===== src/rtl/rtb_pkg.sv =====
package rtb_pkg;

  localparam int NUM_GP  = 4;
  localparam int NUM_DST = 6;

  typedef enum logic [2:0] {
    SRC_A     = 3'd0,
    SRC_B     = 3'd1,
    SRC_C     = 3'd2,
    SRC_D     = 3'd3,
    SRC_DR    = 3'd4,
    SRC_AR    = 3'd5,
    SRC_CONST = 3'd6,
    SRC_ZERO  = 3'd7
  } src_e;

  typedef enum logic [2:0] {
    DST_A    = 3'd0,
    DST_B    = 3'd1,
    DST_C    = 3'd2,
    DST_D    = 3'd3,
    DST_AR   = 3'd4,
    DST_DR   = 3'd5,
    DST_NIL6 = 3'd6,
    DST_NIL7 = 3'd7
  } dst_e;

endpackage


===== src/rtl/rtb_bus_mux.sv =====
module rtb_bus_mux
  import rtb_pkg::*;
#(
  parameter int W  = 16,
  parameter int AW = 4
) (
  input  logic [NUM_GP-1:0][W-1:0] gp,
  input  logic [W-1:0]             dr,
  input  logic [AW-1:0]            ar,
  input  logic [W-1:0]             konst,
  input  src_e                     sel,
  output logic [W-1:0]             bus
);

  always_comb begin
    unique case (sel)
      SRC_A:     bus = gp[0];
      SRC_B:     bus = gp[1];
      SRC_C:     bus = gp[2];
      SRC_D:     bus = gp[3];
      SRC_DR:    bus = dr;
      SRC_AR:    bus = {{(W-AW){1'b0}}, ar};
      SRC_CONST: bus = konst;
      default:   bus = '0;
    endcase
  end

endmodule


===== src/rtl/rtb_dest_decoder.sv =====
module rtb_dest_decoder
  import rtb_pkg::*;
(
  input  logic               en,
  input  dst_e               dst,
  output logic [NUM_DST-1:0] ld
);

  for (genvar i = 0; i < NUM_DST; i++) begin : g_dec
    assign ld[i] = en && (3'(dst) == 3'(i));
  end

endmodule


===== src/rtl/rtb_word_mem.sv =====
module rtb_word_mem #(
  parameter int W     = 16,
  parameter int DEPTH = 16,
  parameter int AW    = $clog2(DEPTH)
) (
  input  logic          clk,
  input  logic          cs,
  input  logic          rd,
  input  logic          wr,
  input  logic [AW-1:0] addr,
  input  logic [W-1:0]  wdata,
  output logic [W-1:0]  rdata,
  output logic          rd_fire,
  output logic          wr_fire
);

  logic [W-1:0] store [DEPTH];

  assign rd_fire = cs & rd;
  assign wr_fire = cs & wr & ~rd;

  always_ff @(posedge clk) begin
    if (wr_fire) store[addr] <= wdata;
  end

  assign rdata = store[addr];

endmodule


===== src/rtl/rt_bus_datapath.sv =====
module rt_bus_datapath
  import rtb_pkg::*;
#(
  parameter int DATA_W    = 16,
  parameter int MEM_DEPTH = 16,
  localparam int ADDR_W   = $clog2(MEM_DEPTH)
) (
  input  logic              clk,
  input  logic              rst,
  input  logic              xfer_en,
  input  logic [2:0]        src_sel,
  input  logic [2:0]        dst_sel,
  input  logic [DATA_W-1:0] const_word,
  input  logic              mem_cs,
  input  logic              mem_rd,
  input  logic              mem_wr,
  output logic [DATA_W-1:0] reg_a_q,
  output logic [DATA_W-1:0] reg_b_q,
  output logic [DATA_W-1:0] reg_c_q,
  output logic [DATA_W-1:0] reg_d_q,
  output logic [ADDR_W-1:0] ar_q,
  output logic [DATA_W-1:0] dr_q
);

  localparam int LD_AR = 4;
  localparam int LD_DR = 5;

  logic [NUM_GP-1:0][DATA_W-1:0] gp_q;
  logic [DATA_W-1:0]             bus_w;
  logic [NUM_DST-1:0]            ld_en;
  logic [DATA_W-1:0]             mem_rdata;
  logic                          mem_rfire;
  logic                          mem_wfire;

  rtb_bus_mux #(.W(DATA_W), .AW(ADDR_W)) u_mux (
    .gp    (gp_q),
    .dr    (dr_q),
    .ar    (ar_q),
    .konst (const_word),
    .sel   (src_e'(src_sel)),
    .bus   (bus_w)
  );

  rtb_dest_decoder u_dec (
    .en  (xfer_en),
    .dst (dst_e'(dst_sel)),
    .ld  (ld_en)
  );

  rtb_word_mem #(.W(DATA_W), .DEPTH(MEM_DEPTH), .AW(ADDR_W)) u_mem (
    .clk     (clk),
    .cs      (mem_cs),
    .rd      (mem_rd),
    .wr      (mem_wr),
    .addr    (ar_q),
    .wdata   (dr_q),
    .rdata   (mem_rdata),
    .rd_fire (mem_rfire),
    .wr_fire (mem_wfire)
  );

  for (genvar g = 0; g < NUM_GP; g++) begin : g_gp
    always_ff @(posedge clk) begin
      if (rst)            gp_q[g] <= '0;
      else if (ld_en[g])  gp_q[g] <= bus_w;
    end
  end

  always_ff @(posedge clk) begin
    if (rst)               ar_q <= '0;
    else if (ld_en[LD_AR]) ar_q <= bus_w[ADDR_W-1:0];
  end

  always_ff @(posedge clk) begin
    if (rst)               dr_q <= '0;
    else if (mem_rfire)    dr_q <= mem_rdata;
    else if (ld_en[LD_DR]) dr_q <= bus_w;
  end

  assign reg_a_q = gp_q[0];
  assign reg_b_q = gp_q[1];
  assign reg_c_q = gp_q[2];
  assign reg_d_q = gp_q[3];

endmodule


===== config.mk =====
export PLATFORM = sky130hd
export DESIGN_NAME = rt_bus_datapath
export DESIGN_NICKNAME = d
export VERILOG_FILES = /design/src/rtl/rtb_pkg.sv /design/src/rtl/rtb_bus_mux.sv /design/src/rtl/rtb_dest_decoder.sv /design/src/rtl/rtb_word_mem.sv /design/src/rtl/rt_bus_datapath.sv
export SDC_FILE = /design/constraint.sdc
export NUM_CORES = 1
export LEC_CHECK = 0
export ABC_CLOCK_PERIOD_IN_PS = 3800
export BUFFER_PORTS_ARGS = -buffer_cell sky130_fd_sc_hd__clkbuf_2
export CORE_UTILIZATION = 40
export CTS_BUF_LIST = sky130_fd_sc_hd__clkbuf_16
export DETAILED_ROUTE_END_ITERATION = 10
export SYNTH_ARGS = -nofsm -noshare
export SYNTH_HDL_FRONTEND = slang
export SYNTH_SLANG_ARGS = --single-unit

===== constraint.sdc =====
create_clock -name clk -period 3.8 [get_ports clk]
set_clock_uncertainty 0.05 [all_clocks]
set_input_delay 0.57 -clock clk [delete_from_list [all_inputs] [get_ports clk]]
set_output_delay 0.57 -clock clk [all_outputs]
set_load 0.01 [all_outputs]

; ---- Yosys cells after proc, flatten, opt, wreduce, memory -nomap -nowiden
; Memories as Yosys holds them, arrays and structs flattened. A register that Yosys moved wholly into a read port is not among the register bits.
; Cells that the tools add are included.
; Widths: inputs -> output; s select.
[word_totals]
ff_bits = 84
latch_bits = 0
mem_bits_rw = 256
romBits = 0
inputBits = 28
out_inout_bits = 84
word_cells = 38
n_memories = 1
[op_classes]
addsub = 0
mul = 0
n_div = 0
order_cmp = 0
n_eq_ne = 11
shifts = 0
muxes = 7
bitwise_logic = 4
reduce_logical = 9
[mem_list]
columns = name, depth, word_bits, rd, rd_clocked_by_memory_dff, write_ports, line_no
row1 = u_mem.store, 16, 16, 1, 1, 1, rtb_word_mem.sv:17  ; logic [W-1:0] store [DEPTH];
[ops]
columns = cell, n
row1 = $pmux 16 s7, 1
row2 = $mux 16, 2
row3 = $eq 3x3->1 const B, 5
row4 = $eq 3x2->1 const B, 4
row5 = $mux 4, 2
row6 = $eq 3x1->1 const B, 2
row7 = $logic_and 1x1->1, 6
row8 = $logic_not 3->1, 2
row9 = $and 1x1->1, 3
row10 = $mux 1, 2
row11 = $reduce_bool 2->1, 1
row12 = $not 1->1, 1

; ---- Depth between registers and ports, before layout
; Gate-level depths: netlist of run 1.
[depth]
ltp_word = 4
ltp_mapped = 8
mapped_depth_nobuf = 4

; ---- By module
; Synthesis of run 1 repeated with hierarchy kept, for this count alone.
[hier_totals]
cells_unflattened = 833
area_unflattened_um2 = 14018.4
[modules_own_cells]
columns = module, n_inst, cells_each, area_per_inst_um2, seq_area_each_um2
row1 = rtb_word_mem, 1, 423, 9796.9, 7687.4
row2 = rt_bus_datapath, 1, 291, 3213.1, 1681.6
row3 = rtb_bus_mux, 1, 113, 933.4, 0.0
row4 = rtb_dest_decoder, 1, 6, 75.1, 0.0

; ---- Worst setup path after synthesis of run 1
; Ideal clock, no wire load.
[synth_path]
kind = input to register
start = in mem_rd
end = mem u_mem.store[4][0], enable pin
setup_time_ns = 0.409
arrival_ns = 2.362
t_required_ns = 3.341
setup_slack_ns = 0.979
path_stages = 3
path_buffers = 0
path_cell_list = nand3b_1 -> or3b_2 -> nor3_1
[synth_between]
elab_chain_cells = 4
[synth_rtl]
columns = item, line_no
row1 = "start, declared", rt_bus_datapath.sv:15  ; input logic mem_rd,
row2 = $not 1->1, rtb_word_mem.sv:20  ; assign wr_fire = cs & wr & ~rd;
row3 = $and 1x1->1, rtb_word_mem.sv:20
row4 = $mux 1, rtb_word_mem.sv:23  ; if (wr_fire) store[addr] <= wdata;
row5 = $mux 1 (implied by the code), rtb_word_mem.sv:23
row6 = "end, declared", rtb_word_mem.sv:17
; Every way passes these cells.

==> run summary, run 1 <==
Worst R2R End -> dr_q[2]$_SDFFE_PP0P_
Largest net degree at the start of global routing -> 59
Final hold slack -> 0.421 ns
Gr usage total -> 19.5%
Slew Viols, Final -> 0
Setup violations, final -> 0
Share of layout cells above drive strength 1 -> 23.1%
Tot Pwr -> 0.00795 W
Post-synthesis cell area -> 14200 um^2
DP HPWL -> 23400 um
Via count -> 8789
Hold path cells -> 2
Bufs on Longest Clock Path -> 3
Maximum VDD drop -> 274 uV
First-pass GRT wire length -> 53600 um
Yosys reg bits -> 344
Least-Margin Pin Slew -> 1.22 ns
Core Box Area -> 34800 um^2
Post-Route Setup TNS -> 0 ns
CP max stage delay -> 0.74 ns
Crit. End Element -> flop
Antenna violations before repair -> 0
Synth area leaders -> edfxtp_1, dfxtp_1, mux2i_1
Status -> completed
Initial core utilization -> 40.9%
H-tree Lvls -> 2
Clock sink count -> 344
Place WS -> 1.15 ns
Total of max-cap violations -> 0
Die X -> 191 um
Final WS setup -> 1.39 ns
P&R area growth vs syn -> 15.0%
DRC viols -> 0
Vias in the first global route -> 8691
Max transition margin -> 18.5%
Final wirelength -> 34900 um
CP cell instances -> nor2b_2 -> buf_4 -> a22oi_1 -> nand3_1 -> a41oi_2
Fin. Hold Viols -> 0
Period utilization -> 63.4%
Hold WC Path Type -> flop to flop
Post-Synthesis Cells -> 990
Seq/Total Area, Yosys -> 66.4%
Share of the synthesized area in the top cell type -> 54.0%
Finished Core Util -> 47.1%
Hold_sp -> reg_c_q[5]$_SDFFE_PP0P_
Tmin final -> 2.41 ns
Via/cell ratio -> 5.53
Worst EP arrival -> 2.71 ns
CTS clk-pin slew, worst paths -> 0.06 ns
Power per cell area -> 485 nW/um^2
Async S/R FF share, synth -> 0%
Initial DRT Pass Iterations -> 6
Most common flop cell mapped by yosys -> edfxtp_1
DR WL/cell -> 22.0 um
Syn Nets -> 1018
Post-synth EDFFs -> 256
Mapped Avg Cell Area -> 14.4 um^2
Site Rows -> 68
Die height -> 191 um
Top Ports -> 112
Remaining antenna violation count -> 0
Clk Tree Root Cell -> clkbuf_16
Worst Path Max Fanout -> 14
Global route overflow -> 0
Worst r2r path cells -> 5
Filler instances -> 2988
CTS Buf Count -> 36
Fmax achieved -> 415 MHz
Number of hold buffers added after CTS -> 0
WHS Endpoint -> reg_c_q[5]$_SDFFE_PP0P_
NumNets Final -> 1135
CTS tree -> done
IO Port Bufs -> 111
Die area -> 36400 um^2
Antenna diodes -> 0
Post-CTS resize count -> 0
Cell taking the most area after synthesis -> edfxtp_1
Iteration-0 DRC Markers -> 769
Worst EP required -> 4.10 ns
R2R setup slack -> 1.39 ns
Synth warn -> 0
Setup crit start kind -> flop
Routability cong. -> 0.836
Bufs and invs on worst path -> 1
Critical-path top delay cell -> nor2b_2
Post-CTS setup buffers -> 0
Critical path class -> flop to flop
RSZ-0062 raised after global routing -> false
Pleak -> 5.37 nW
Clk_lat worst skew -> 0.52 ns
Number of library cell types mapped by synthesis -> 51
Crit-path leading delay family -> simple AND/OR/NAND/NOR gates
power breakdown:
group	leakage [nW]	switching [W]	internal [W]
clock network	0.599	0.00141	0.00197
registers	3.07	0.0000741	0.00408
logic	1.70	0.000257	0.000152
synthesized netlist by cell type, types with 6 or more instances:
master    instances
a211oi_1         45
inv_1             9
nor2_1           87
o21ai_0          14
clkbuf_1         16
nand2_1          54
mux2_2            8
buf_2            26
nand4_1          10
buf_6             9
a41oi_2          13
dfxtp_1          88
a22oi_1          46
edfxtp_1        256
a211oi_2          8
mux4_2            8
mux2i_1         134
o32ai_1           7
a221o_1           6
nor2b_1           6
a21oi_1          19
nand4b_1         10
nand2b_1         11
nand3_1          41
per-layer routing:
| layer | vias up | GRT usage (%) | wire length (um) |
|---|---|---|---|
| met5 | - | 0 | 0 |
| met4 | 0 | 3.94 | 408 |
| met3 | 37 | 3.28 | 1750 |
| met2 | 255 | 31.3 | 16400 |
| met1 | 4425 | 27.9 | 16300 |
| li1 | 4072 | - | - |
cell families (layout without fill, tap and decap cells):
kind of cell	Yosys count	after routing	share of synthesized area, %
flops	344	344	66.4
simple gates	245	245	8.35
compound gates	173	173	9.80
mux	154	154	12.1
buf+inv	74	218	3.43
cell type report:
type                       instances  area [um^2]  share of cell area (%)
tap                              455          569                    3.48
clock buffer                      37          926                    5.65
inverter                           9         33.8                   0.206
multi-input combinational        572         4360                    26.6
clock inverter                    28          209                    1.28
timing repair buffer             144          831                    5.07
sequential                       344         9450                    57.7
metrics by stage:
step	area, um^2	instances
6_report	16400	1589
5_1_grt	16400	1589
2_1_floorplan	14200	990
3_3_place_gp	15200	1524
4_1_cts	16400	1589
3_5_place_dp	15200	1524
placed cells by master (no fill, tap or decap), types with 5 or more instances in the layout:
cell type    n
edfxtp_1   256
mux2i_1    134
clkbuf_2   110
dfxtp_1     87
nor2_1      74
nand2_1     54
a22oi_1     46
a211oi_1    45
nand3_1     41
clkbuf_16   37
buf_4       32
a21oi_1     19
inv_1       18
nor2_2      16
o21ai_0     14
a41oi_2     13
nand2b_1    11
nand4_1     10
nand4b_1    10
a211oi_2     8
mux2_2       8
mux4_2       8
clkinv_2     8
o32ai_1      7
a221o_1      6
o22ai_1      5
clkinv_1     5
worst reg2reg max path, stage by stage, from the launching register on:
cell and delay [ns]:
dfxtp_1 0.61, nor2b_2 0.74, buf_4 0.36, a22oi_1 0.10
nand3_1 0.25, a41oi_2 0.15
worst max path at each step:
stage | end | slack, ns | depth (start not counted)
global route | dr_q[3]$_SDFFE_PP0P_ | 1.27 | 5
detailed placement | dr_q[1]$_SDFFE_PP0P_ | 1.15 | 5
floorplan | u_mem.store[4][0]$_DFFE_PP_ | 0.98 | 3
finish | dr_q[2]$_SDFFE_PP0P_ | 1.39 | 5
CTS | dr_q[7]$_SDFFE_PP0P_ | 1.39 | 4
global placement | flop | 1.20 | 5
flip-flops by register name, indices dropped and copies added (netlist names), named ones only:
register and flops:
dr_q 16, u_mem.store 256, reg_a_q 16, reg_b_q 16
ar_q 4, reg_c_q 16, reg_d_q 16
Power figures use the tool's default switching activity.
==> inputs of run 2 (changes only) <==
- ABC_AREA: unset -> 1
- ABC_CLOCK_PERIOD_IN_PS: 3800 -> 2400
- clock period: 3.8 -> 2.4 ns (I/O delays scaled with it)
==> run 2 against run 1 <==
Worst setup slack lost 0.97 ns. Worst hold slack lost 0.11 ns. Cell area grew 9.2%. Sequential share of layout area shrank 4.9 points. Via count grew 36%. Non-clock buffer count grew 33. Register-to-register slack lost 0.83 ns. Final cell count grew 46%. Clock power grew 59%. Utilization grew 0.52 points. Combinational power grew 120%. First-iteration DRC count grew 55%. Critical path type is now flop to output pin. Critical endpoint is now dr_q[0].
==> run summary, run 2 <==
Die X -> 197 um (+3.4%)
Max reg flops -> 256 (unchanged)
Hold_sp -> dst_sel[0]
Antenna violations before repair -> 0 (unchanged)
Fmax achieved -> 504 MHz
P_sw -> 0.00308 W (+77%)
RSZ-0062 raised after global routing -> false
Max transition margin -> 51.3% (+33 points)
Iteration-0 DRC Markers -> 1192 (+55%)
Setup crit start kind -> flop
Status -> completed
Clk_lat worst skew -> 0.54 ns (+0.02 ns)
H-tree Lvls -> 2 (unchanged)
Slew Viols, Final -> 0 (unchanged)
Antenna diodes -> 0 (unchanged)
IO Port Bufs -> 111 (unchanged)
Hold WC Path Type -> input pin to flop
Die area -> 38800 um^2 (+6.9%)
Share of the synthesized area in the top cell type -> 50.5% (-3.5 points)
Internal power -> 0.00973 W (+57%)
Combinational share of power -> 7.0% (+1.9 points)
Crit. End Element -> output pin
Least-Margin Pin Slew -> 0.730 ns (-0.489 ns)
Most common cell after layout, fill and taps aside -> nand2_1
DR WL/cell -> 19.1 um (-13%)
R2R setup slack -> 0.56 ns (-0.83 ns)
Period utilization -> 82.7%
DP HPWL -> 28400 um (+21%)
Cell taking the most area after synthesis -> edfxtp_1
Post-Route Setup TNS -> 0 ns (unchanged)
Number of library cell types mapped by synthesis -> 22 (-57%)
Worst r2r path cells -> 8 (+3)
Vias in the first global route -> 11400 (+31%)
Setup violations, final -> 0 (unchanged)
Worst EP required -> 1.99 ns (-2.11 ns)
Post-synthesis cell area -> 15200 um^2 (+6.9%)
Tmin final -> 1.99 ns
Worst Path Max Fanout -> 10 (-4)
Routability cong. -> 0.867 (+3.7%)
Hold path cells -> 4 (+2)
Multiplexer share of the synthesized area -> 0% (-12 points)
Initial DRT Pass Iterations -> 5 (-1)
NumNets Final -> 1808 (+59%)
CTS Buf Count -> 39 (+8.3%)
Most frequent cell after synthesis -> nand2_1
Critical path class -> flop to output pin
Power share of the sequential group -> 51.0% (-1.2 points)
Commonest cells after routing, fill and taps aside -> nand2_1, edfxtp_1, inv_1
Initial core utilization -> 40.5% (-0.40 points)
Largest net degree at the start of global routing -> 88 (+49%)
WHS Endpoint -> reg_c_q[6]$_SDFFE_PP0P_
Site Rows -> 71 (+4.4%)
Post-synthesis adder-cell area fraction -> 0% (unchanged)
DRC viols -> 0 (unchanged)
Post-Synthesis Cells -> 1661 (+68%)
Bufs on Longest Clock Path -> 3 (unchanged)
Worst EP arrival -> 1.58 ns (-1.13 ns)
P&R area growth vs syn -> 17.5%
Most frequent cells after synthesis -> nand2_1, edfxtp_1, inv_1, nand3_1, nor2_1
Tot Pwr -> 0.0128 W (+61%)
Net Sw Frac -> 24.0% (+2.1 points)
Synth Area in Compound Gates -> 5.28% (-4.5 points)
Via/cell ratio -> 5.15 (-6.9%)
Async S/R FF share, synth -> 0% (unchanged)
Post-CTS resize count -> 0 (unchanged)
Remaining antenna violation count -> 0 (unchanged)
Final wirelength -> 44300 um (+27%)
Share of layout cells above drive strength 1 -> 14.9% (-8.2 points)
Clock sink count -> 344 (unchanged)
Yosys reg bits -> 344 (unchanged)
Pleak -> 7.87 nW (+47%)
Gr usage total -> 23.1% (+3.6 points)
Post-synth EDFFs -> 256 (unchanged)
Maximum VDD drop -> 459 uV (+68%)
Clock network power share -> 42.0% (-0.6 points)
Worst R2R End -> dr_q[2]$_SDFFE_PP0P_
Fin. Hold Viols -> 0 (unchanged)
Global route overflow -> 0 (unchanged)
Top Ports -> 112 (unchanged)
Seq/Total Area, Yosys -> 62.1% (-4.3 points)
Die height -> 197 um (+3.4%)
Core Box Area -> 37600 um^2 (+8.0%)
Top reg by flops -> u_mem.store
Via count -> 12000 (+36%)
Largest family of logic cells by synthesized area -> simple AND/OR/NAND/NOR gates
Post-synthesis simple-gate area fraction -> 23.8% (+15 points)
Number of hold buffers added after CTS -> 0 (unchanged)
First-pass GRT wire length -> 68300 um (+27%)
Finished Core Util -> 47.6% (+0.52 points)
Synth area leaders -> edfxtp_1, dfxtp_1, nand2_1
Synth warn -> 0 (unchanged)
Post-CTS setup buffers -> 0 (unchanged)
Power per cell area -> 716 nW/um^2 (+48%)
Syn Nets -> 1689 (+66%)
Total of max-cap violations -> 0 (unchanged)
Mapped Avg Cell Area -> 9.17 um^2 (-36%)
CTS clk-pin slew, worst paths -> 0.06 ns (about the same)
Most common flop cell mapped by yosys -> edfxtp_1
Clk Tree Root Cell -> clkbuf_16
CTS tree -> done
Synth Area in XOR/XNOR -> 0% (unchanged)
==> run 2: routing by layer <==
layer	wire length [um]	global-route usage [%]	share of wire, %
met1	19300	32.7	44
met2	20200	36.3	46
met3	3340	3.26	7.5
met4	1420	8.35	3.2
met5	0	0	0
==> run 2: kinds of logic (layout without fill, tap and decap cells) <==
logic type	count (synthesis)	after routing
AOI/OAI and AO/OA	148	148
and+or+nand+nor	847	847
buffers and inverters	322	471
DFF	344	344
==> run 2: stage by stage <==
| step | hold slack (ns) | setup WS (ns) | cell area, um^2 | std cells |
|---|---|---|---|---|
| final | 0.309 | 0.415 | 17900 | 2321 |
| after global routing | 0.320 | 0.367 | 17900 | 2321 |
| after CTS | 0.289 | 0.400 | 17900 | 2321 |
| after detailed placement | 0.504 | 0.448 | 16700 | 2250 |
| after global placement | 0.502 | 0.484 | 16700 | 2250 |
| after floorplan | 0.518 | 0.528 | 15200 | 1661 |
==> run 2: power groups by stage <==
stage | clock network (W) | logic (W) | registers (W)
after floorplan | 0 | 0.000455 | 0.00668
after global placement | 0 | 0.000875 | 0.00665
after detailed placement | 0 | 0.000884 | 0.00665
after CTS | 0.00547 | 0.000886 | 0.00653
after global routing | 0.00569 | 0.000973 | 0.00653
final | 0.00539 | 0.000893 | 0.00653
==> run 2: final cells by class <==
| type | instances | area [um^2] |
|---|---|---|
| inverters | 223 | 840 |
| well taps | 511 | 639 |
| multi-input cells | 995 | 4470 |
| fillers | 3534 | 19700 |
| repair buffers | 177 | 1330 |
| flip-flops and latches | 344 | 9450 |
| clock buffers | 40 | 1000 |
| clock inverters | 31 | 153 |
==> run 2: worst max path at each step <==
stage          depth (start not counted)                           to                  from
4_1_cts                                2                      dr_q[0]  dr_q[0]$_SDFFE_PP0P_
5_1_grt                                2                      dr_q[0]  dr_q[0]$_SDFFE_PP0P_
6_report                               2                      dr_q[0]  dr_q[0]$_SDFFE_PP0P_
3_5_place_dp                           8         dr_q[5]$_SDFFE_PP0P_            src_sel[2]
3_3_place_gp                           8         dr_q[5]$_SDFFE_PP0P_            src_sel[2]
2_1_floorplan                          4  u_mem.store[0][0]$_DFFE_PP_                mem_wr
==> run 2: critical path, stage by stage, from the launching register on <==
cell,delay (ns)
dfxtp_1,0.60
buf_4,0.29
clkbuf_2,0.16
